## src/rtl/cf_pkg.sv

```systemverilog
package cf_pkg;

    parameter int NBITS = 4;
    parameter int MAGW  = 12;

    localparam int NSRC     = (1 << NBITS) - 1;
    localparam int ACCW     = MAGW + NBITS - 1;
    localparam int IDXW     = $clog2(NSRC + 1);
    localparam int CODEW    = $clog2(NBITS);
    localparam int LASTFOLD = NBITS - 2;
    localparam int NPAIR    = (NSRC - 1) / 2;

    // One live element: summed magnitude, tie-break key, member sources
    typedef struct packed {
        logic [ACCW-1:0] mag;
        logic [IDXW-1:0] key;
        logic [NSRC-1:0] mask;
    } elem_t;

    typedef enum logic [1:0] {
        ST_IDLE,
        ST_SORT,
        ST_PAIR,
        ST_DONE
    } state_e;

    // True when a belongs after b in ascending order
    function automatic logic elem_after(elem_t a, elem_t b);
        return (a.mag > b.mag) || ((a.mag == b.mag) && (a.key > b.key));
    endfunction

    function automatic elem_t elem_merge(elem_t a, elem_t b);
        elem_t r;
        r.mag  = a.mag + b.mag;
        r.key  = (a.key < b.key) ? a.key : b.key;
        r.mask = a.mask | b.mask;
        return r;
    endfunction

endpackage

```

## src/rtl/cf_sort_stage.sv

```systemverilog
module cf_sort_stage
    import cf_pkg::*;
(
    input  elem_t           slots_i [NSRC],
    input  logic            par_i,
    input  logic [IDXW-1:0] cnt_i,
    output elem_t           slots_o [NSRC]
);

    // One odd-even transposition phase over the live prefix
    always_comb begin
        slots_o = slots_i;
        for (int i = 0; i < NSRC - 1; i++) begin
            if ((i[0] == par_i) && (IDXW'(i + 1) < cnt_i) &&
                elem_after(slots_i[i], slots_i[i+1])) begin
                slots_o[i]   = slots_i[i+1];
                slots_o[i+1] = slots_i[i];
            end
        end
    end

endmodule

```

## src/rtl/cf_pair_stage.sv

```systemverilog
module cf_pair_stage
    import cf_pkg::*;
(
    input  logic            active_i,
    input  elem_t           slots_i [NSRC],
    input  logic [IDXW-1:0] cnt_i,
    output elem_t           slots_o [NSRC],
    output logic [IDXW-1:0] cnt_o,
    output logic [NSRC-1:0] odd_mask_o
);

    logic [IDXW-1:0]  half;
    logic [NPAIR-1:0] carry;

    always_comb begin
        logic [IDXW-1:0] partner;
        logic [ACCW:0]   wide;
        half = (cnt_i - IDXW'(1)) >> 1;
        for (int j = 0; j < NSRC; j++) begin
            slots_o[j] = '0;
        end
        carry = '0;
        for (int j = 0; j < NPAIR; j++) begin
            partner = cnt_i - IDXW'(1) - IDXW'(j);
            wide    = '0;
            if (IDXW'(j) < half) begin
                wide       = {1'b0, slots_i[j].mag} + {1'b0, slots_i[partner].mag};
                slots_o[j] = elem_merge(slots_i[j], slots_i[partner]);
                carry[j]   = wide[ACCW];
            end
        end
        cnt_o      = half;
        odd_mask_o = slots_i[half].mask;
    end

    always_comb begin
        if (active_i) begin

            no_carry_chk: assert (carry == '0);
        end
    end

endmodule

```

## src/rtl/cf_fold_sequencer.sv

```systemverilog
module cf_fold_sequencer
    import cf_pkg::*;
(
    input  logic                  clk,
    input  logic                  rst,
    input  logic                  load_en,
    input  logic [IDXW-1:0]       load_idx,
    input  logic [MAGW-1:0]       load_mag,
    input  logic                  start,
    output logic                  done,
    output logic [NSRC*CODEW-1:0] grp_code
);

    state_e           state_q;
    logic [IDXW-1:0]  phase_q;
    logic [CODEW-1:0] fold_q;
    logic [IDXW-1:0]  cnt_q;
    logic [MAGW-1:0]  bank_q  [NSRC];
    elem_t            slot_q  [NSRC];
    logic [CODEW-1:0] codes_q [NSRC];

    elem_t            sorted   [NSRC];
    elem_t            paired   [NSRC];
    logic [IDXW-1:0]  pair_cnt;
    logic [NSRC-1:0]  odd_mask;
    logic             busy;
    logic             last_fold;

    assign busy      = (state_q == ST_SORT) || (state_q == ST_PAIR);
    assign done      = (state_q == ST_DONE);
    assign last_fold = (fold_q == CODEW'(LASTFOLD));

    cf_sort_stage u_sort (
        .slots_i (slot_q),
        .par_i   (phase_q[0]),
        .cnt_i   (cnt_q),
        .slots_o (sorted)
    );

    cf_pair_stage u_pair (
        .active_i   (state_q == ST_PAIR),
        .slots_i    (slot_q),
        .cnt_i      (cnt_q),
        .slots_o    (paired),
        .cnt_o      (pair_cnt),
        .odd_mask_o (odd_mask)
    );

    always_ff @(posedge clk) begin
        if (rst) begin
            state_q <= ST_IDLE;
            phase_q <= '0;
            fold_q  <= '0;
            cnt_q   <= IDXW'(NSRC);
            for (int s = 0; s < NSRC; s++) begin
                bank_q[s]  <= '0;
                slot_q[s]  <= '0;
                codes_q[s] <= '0;
            end
        end else begin
            if (load_en && (load_idx < IDXW'(NSRC))) begin
                bank_q[load_idx] <= load_mag;
            end
            case (state_q)
                ST_IDLE, ST_DONE: begin
                    if (start) begin
                        for (int s = 0; s < NSRC; s++) begin
                            slot_q[s].mag  <= ACCW'(bank_q[s]);
                            slot_q[s].key  <= IDXW'(s);
                            slot_q[s].mask <= NSRC'(1) << s;
                        end
                        cnt_q   <= IDXW'(NSRC);
                        phase_q <= '0;
                        fold_q  <= '0;
                        state_q <= ST_SORT;
                    end
                end
                ST_SORT: begin
                    slot_q  <= sorted;
                    phase_q <= phase_q + IDXW'(1);
                    if (phase_q == IDXW'(NSRC - 1)) begin
                        state_q <= ST_PAIR;
                    end
                end
                ST_PAIR: begin
                    slot_q <= paired;
                    cnt_q  <= pair_cnt;
                    for (int s = 0; s < NSRC; s++) begin
                        if (odd_mask[s]) begin
                            codes_q[s] <= fold_q;
                        end else if (last_fold && paired[0].mask[s]) begin
                            codes_q[s] <= CODEW'(NBITS - 1);
                        end
                    end
                    if (last_fold) begin
                        state_q <= ST_DONE;
                    end else begin
                        fold_q  <= fold_q + CODEW'(1);
                        phase_q <= '0;
                        state_q <= ST_SORT;
                    end
                end
                default: state_q <= ST_IDLE;
            endcase
        end
    end

    for (genvar s = 0; s < NSRC; s++) begin : g_out
        assign grp_code[s*CODEW +: CODEW] = codes_q[s];
    end

    // ---------------- assertions ----------------

    for (genvar i = 0; i < NSRC - 1; i++) begin : g_order

        sorted_order_chk: assert property (@(posedge clk) disable iff (rst)
            (state_q == ST_PAIR && IDXW'(i + 1) < cnt_q) |->
                !elem_after(slot_q[i], slot_q[i+1]));
    end

    logic [IDXW:0] grp_cnt [NBITS];
    always_comb begin
        for (int k = 0; k < NBITS; k++) begin
            grp_cnt[k] = '0;
            for (int s = 0; s < NSRC; s++) begin
                if (codes_q[s] == CODEW'(k)) begin
                    grp_cnt[k] = grp_cnt[k] + (IDXW+1)'(1);
                end
            end
        end
    end

    for (genvar k = 0; k < NBITS; k++) begin : g_grp

        group_size_chk: assert property (@(posedge clk) disable iff (rst)
            $rose(done) |-> grp_cnt[k] == (IDXW+1)'(1 << k));
    end


    done_rise_chk: assert property (@(posedge clk) disable iff (rst)
        $rose(done) |-> ($past(state_q) == ST_PAIR) && ($past(fold_q) == CODEW'(LASTFOLD)));


    done_hold_chk: assert property (@(posedge clk) disable iff (rst)
        (done && !start) |=> done);


    busy_start_chk: assert property (@(posedge clk) disable iff (rst)
        (state_q == ST_SORT && start) |=> phase_q == $past(phase_q) + IDXW'(1));

endmodule

```

## config.mk

```make
export PLATFORM = sky130hd
export DESIGN_NAME = cf_fold_sequencer
export DESIGN_NICKNAME = d
export VERILOG_FILES = /design/src/rtl/cf_pkg.sv /design/src/rtl/cf_sort_stage.sv /design/src/rtl/cf_pair_stage.sv /design/src/rtl/cf_fold_sequencer.sv
export SDC_FILE = /design/constraint.sdc
export NUM_CORES = 2
export LEC_CHECK = 0
export CELL_PAD_IN_SITES_DETAIL_PLACEMENT = 1
export CELL_PAD_IN_SITES_GLOBAL_PLACEMENT = 1
export CORE_MARGIN = 2
export CORE_UTILIZATION = 46
export CTS_CLUSTER_DIAMETER = 200
export DETAILED_ROUTE_END_ITERATION = 7
export PLACE_DENSITY = 0.85
export REMOVE_ABC_BUFFERS = 1
export SKIP_LAST_GASP = 1
export SLEW_MARGIN = 0
export SYNTH_ARGS = -nofsm -noshare
export SYNTH_HDL_FRONTEND = slang
export SYNTH_SLANG_ARGS = --single-unit
```

## constraint.sdc

```tcl
create_clock -name clk -period 7.3 [get_ports clk]
set_input_delay 1.46 -clock clk [delete_from_list [all_inputs] [get_ports clk]]
set_output_delay 1.46 -clock clk [all_outputs]
set_load 0.05 [all_outputs]
```

==> metrics.md <==
| Metric | Value |
|---|---|
| Hold depth | `2` |
| Post-synth top area share | `around 17%` |
| TritonCTS clock tree | `built` |
| Max Freq | `157.8 MHz` |
| Critical path class | `reg2reg` |
| Max Root-Sink Buffers | `3` |
| Clk slew on worst S/H paths | `approximately 70 ps` |
| Area grow syn2layout | `8.490%` |
| Post-CTS Setup Inserts | `0` |
| Status | `complete, but fails checks` |
| Synth Area in XOR/XNOR | `approximately 1.5%` |
| Yosys top cell by area | `dfxtp_1` |
| Post-synthesis adder-cell area fraction | `8.385%` |
| Overflow after GRT | `0` |
| Netlist cell types | `~100` |
| Reg2reg start | `cnt_q[1]$_SDFFE_PP1P_` |
| Number of synthesis warnings | `0` |
| Crit-path most repeated cell | `o21ai_0` |
| Die X | `373.2 um` |
| Worst path bufs/invs | `3` |
| Hold Path End | `slot_q[336]$_SDFFE_PP0P_` |
| Final setup margin | `962.4 ps` |
| Finished Cell Area | `slightly below 70000 um^2` |
| Synthesized area per cell | `between 9 and 10 um^2` |
| DP HPWL | `222100 um` |
| Yosys reg bits | `732` |
| Power Density | `364.1 nW/um^2` |
| Slew HR | `under 10%` |
| Crit path max-delay family | `compound AO/OA/AOI/OAI gates` |
| # clock sinks | `between 700 and 800` |
| Worst hold path class | `reg2reg` |
| Number of synthesized flops with an enable pin | `210` |
| Peak supply drop | `0.3819 mV` |
| Routed WL | `roughly 320000 um` |
| Share of cells above drive strength 1 | `a little over an eighth` |
| Hold_ws | `slightly above 500 ps` |
| Critical path, cell by cell | `inv_1 > ha_4 > buf_4 > buf_12 > mux4_2 > o211ai_1 > o21ai_0 > ha_1 > a2111oi_0 > o21ai_0 > a311oi_1 > o21bai_1 > a21oi_1 > o21ai_0 > xnor2_1 > a222oi_1 > nor3_1` |
| Hold Fails Final Rpt | `0` |
| Initial antenna violation count | `19` |
| Worst Path Arrival | `about 7000 ps` |
| Hold path start | `bank_q[5][11]$_SDFFCE_PN0P_` |
| Mapped Area | `roughly 63000 um^2` |
| 1st-iter DRT viols | `approximately 9400` |
| Cells after Synth | `slightly below 7000` |
| Routed vias | `approximately 65000` |
| I/O pin count | `51` |
| Die area | `approximately 140000 um^2` |
| First-pass GRT wire length | `approximately 450000 um` |
| Final period util | `86.82%` |
| Via-to-Cell Ratio | `~7.6` |
| Gr usage total | `between 40% and 50%` |
| R2R depth | `17` |
| TritonCTS buffer count | `88` |
| Leak | `about 24 nW` |
| Root Driver | `clkbuf_16` |
| Critical Path Source Type | `register` |
| Filler Cells Inserted | `around 15000` |
| Number of global-route vias before repair | `64650` |
| Final Slew Violations | `0` |
| H-tree level count | `3` |
| Placed cell area | `between 60000 and 70000 um^2` |
| RSZ-0062 raised after global routing | `false` |
| R2r endpoint | `slot_q[509]$_SDFFE_PP0P_` |
| R2R Setup Slk | `slightly below 1000 ps` |
| CP max stage delay | `750 ps` |
| Max cap viols | `0` |
| Row count | `~140` |
| Final Wtd Congestion | `~1.1` |
| Nets | `7134` |
| Failing checks | `DRC` |
| Slew @ Worst Pin | `1399 ps` |
| Setup Total Neg Slack | `0 ps` |
| DRC | `1` |
| Core box area | `roughly 140000 um^2` |
| CP max FO | `73` |
| Largest cells by area after synthesis | `dfxtp_1 (17%), mux4_2 (12%), edfxtp_1 (10%)` |
| PostCTS Resize Cnt | `0` |
| Most used DFF post-synth | `dfxtp_1` |
| WP data required | `between 7000 and 8000 ps` |
| Worst-skew pair later-pin latency | `around 760 ps` |
| Async set-reset flop share out of synthesis | `0%` |
| Final setup viols | `0` |
| Buffers on Ports | `50` |
| DIE HEIGHT | `approximately 370 um` |
| Compound-Gate Fraction of Synth Area | `between 20% and 30%` |
| Sequential area share after synthesis | `a little over a quarter` |
| Routed Antenna Nets | `0` |
| Wire per inst | `between 30 and 40 um` |
| Largest family of logic cells by synthesized area | `compound AO/OA/AOI/OAI gates` |
| Fin crit period | `around 6300 ps` |
| Multiplexer share of the synthesized area | `between 10% and 20%` |
| Drt pass-1 iters | `8` |
| Post-synthesis simple-gate area fraction | `between 10% and 20%` |
| Largest net degree at the start of global routing | `128` |
| Crit path capture type | `register` |
| Skew final | `57.46 ps` |
| CTS Hold Bufs | `0` |
| Worst path slowest cell | `dfxtp_1` |
| Worst slack at placement | `~1100 ps` |
| Initial core utilization | `approximately 46%` |
-- routing by layer --
| metal | share of wire (%) | up-vias | global-route usage (%) | wire, um |
|---|---|---|---|---|
| met3 | 11 | 1587 | 10.73 | 35060 |
| met5 | 0.052 | - | 0.06861 | 164 |
| met2 | 43 | 4843 | 66.51 | 136000 |
| li1 | - | 26290 | - | - |
| met4 | 11 | 21 | 39.48 | 34820 |
| met1 | 35 | 32390 | 51.89 | 111400 |
-- layout make-up --
type | instances | area (um^2) | share of cell area [%]
multi-input cells | 5294 | 42410 | 62.35
flip-flops and latches | 732 | 16760 | 24.64
clock buffers | 119 | 2618 | 3.848
well taps | 1781 | 2228 | 3.276
repair buffers | 258 | 2180 | 3.204
inverters | 324 | 1234 | 1.813
clock inverters | 46 | 579.3 | 0.8516
diodes | 6 | 15.01 | 0.02207
-- kinds of logic after synthesis --
family | count (synthesis)
and+or+nand+nor | 1643
AOI/OAI and AO/OA | 2424
DFF | 732
adders and majority gates | 416
muxes | 713
xor gates and xnor gates | 98
buffers and inverters | 939
-- cell usage in the layout, fill, tap and decap left out, types with 210 or more instances in the layout --
cell and instances:
edfxtp_1 210, o21ai_0 459, nor2_1 409, mux4_2 331, dfxtp_1 520, a21oi_1 449
mux2i_1 304, ha_1 406, a22oi_1 267, inv_1 319, nand2_1 622
-- worst min-delay path, stage by stage (launching register included) --
cell       delay (ps)
edfxtp_1          310
o21ai_0            70
o2bb2ai_1         110
-- Yosys cell counts, types with 35 or more instances --
cell,count
o2bb2ai_1,148
nand2_1,624
a22oi_1,267
a21o_1,80
o211ai_1,149
edfxtp_1,210
dfxtp_1,522
nor3_1,78
clkbuf_1,355
a22o_1,164
a222oi_1,74
nand3_1,85
o22ai_1,51
nand2b_1,57
a211oi_1,104
and2_1,213
mux4_2,331
nand4_1,48
buf_2,167
xor2_1,35
o21ai_0,472
buf_1,50
o221ai_1,44
a221oi_1,81
mux2i_1,304
xnor2_1,58
mux2_2,77
inv_1,322
ha_1,409
nor2_1,420
a21oi_1,451
o21a_1,39
-- flip-flops by register name (all words and copies together), names as in the netlist --
signal,flops
codes_q,30
cnt_q,4
state_q,2
fold_q,2
slot_q,510
bank_q,180
phase_q,4
-- report_power, final --
group	total (mW)	switching, mW	internal (mW)
clock	4.96	2.07	2.89
sequential	6.63	1.88	4.75
combinational	13.2	9.06	4.12
-- stage by stage --
step	power, mW	cells	util (%)
floorplan	12.39	6350	-
global placement	18.44	8388	47.90
detailed placement	18.87	8388	47.90
CTS	23.89	8553	50.26
global route	25.22	8555	50.27
finish	24.77	8560	50.28
-- worst max path at each step --
stage / from / endpoint / slack (ps) / depth (start not counted)
after floorplan: cnt_q[0]$_SDFFE_PP1P_ / slot_q[305]$_SDFFE_PP0P_ / -37980 / 14
after CTS: cnt_q[1]$_SDFFE_PP1P_ / slot_q[509]$_SDFFE_PP0P_ / 1130 / 17
after detailed placement: cnt_q[1]$_SDFFE_PP1P_ / slot_q[509]$_SDFFE_PP0P_ / 1140 / 17
after global placement: cnt_q[1]$_SDFFE_PP1P_ / slot_q[509]$_SDFFE_PP0P_ / 1280 / 17
after global routing: cnt_q[1]$_SDFFE_PP1P_ / slot_q[509]$_SDFFE_PP0P_ / 640 / 19
final: cnt_q[1]$_SDFFE_PP1P_ / slot_q[509]$_SDFFE_PP0P_ / 960 / 17
Power figures use the tool's default switching activity.
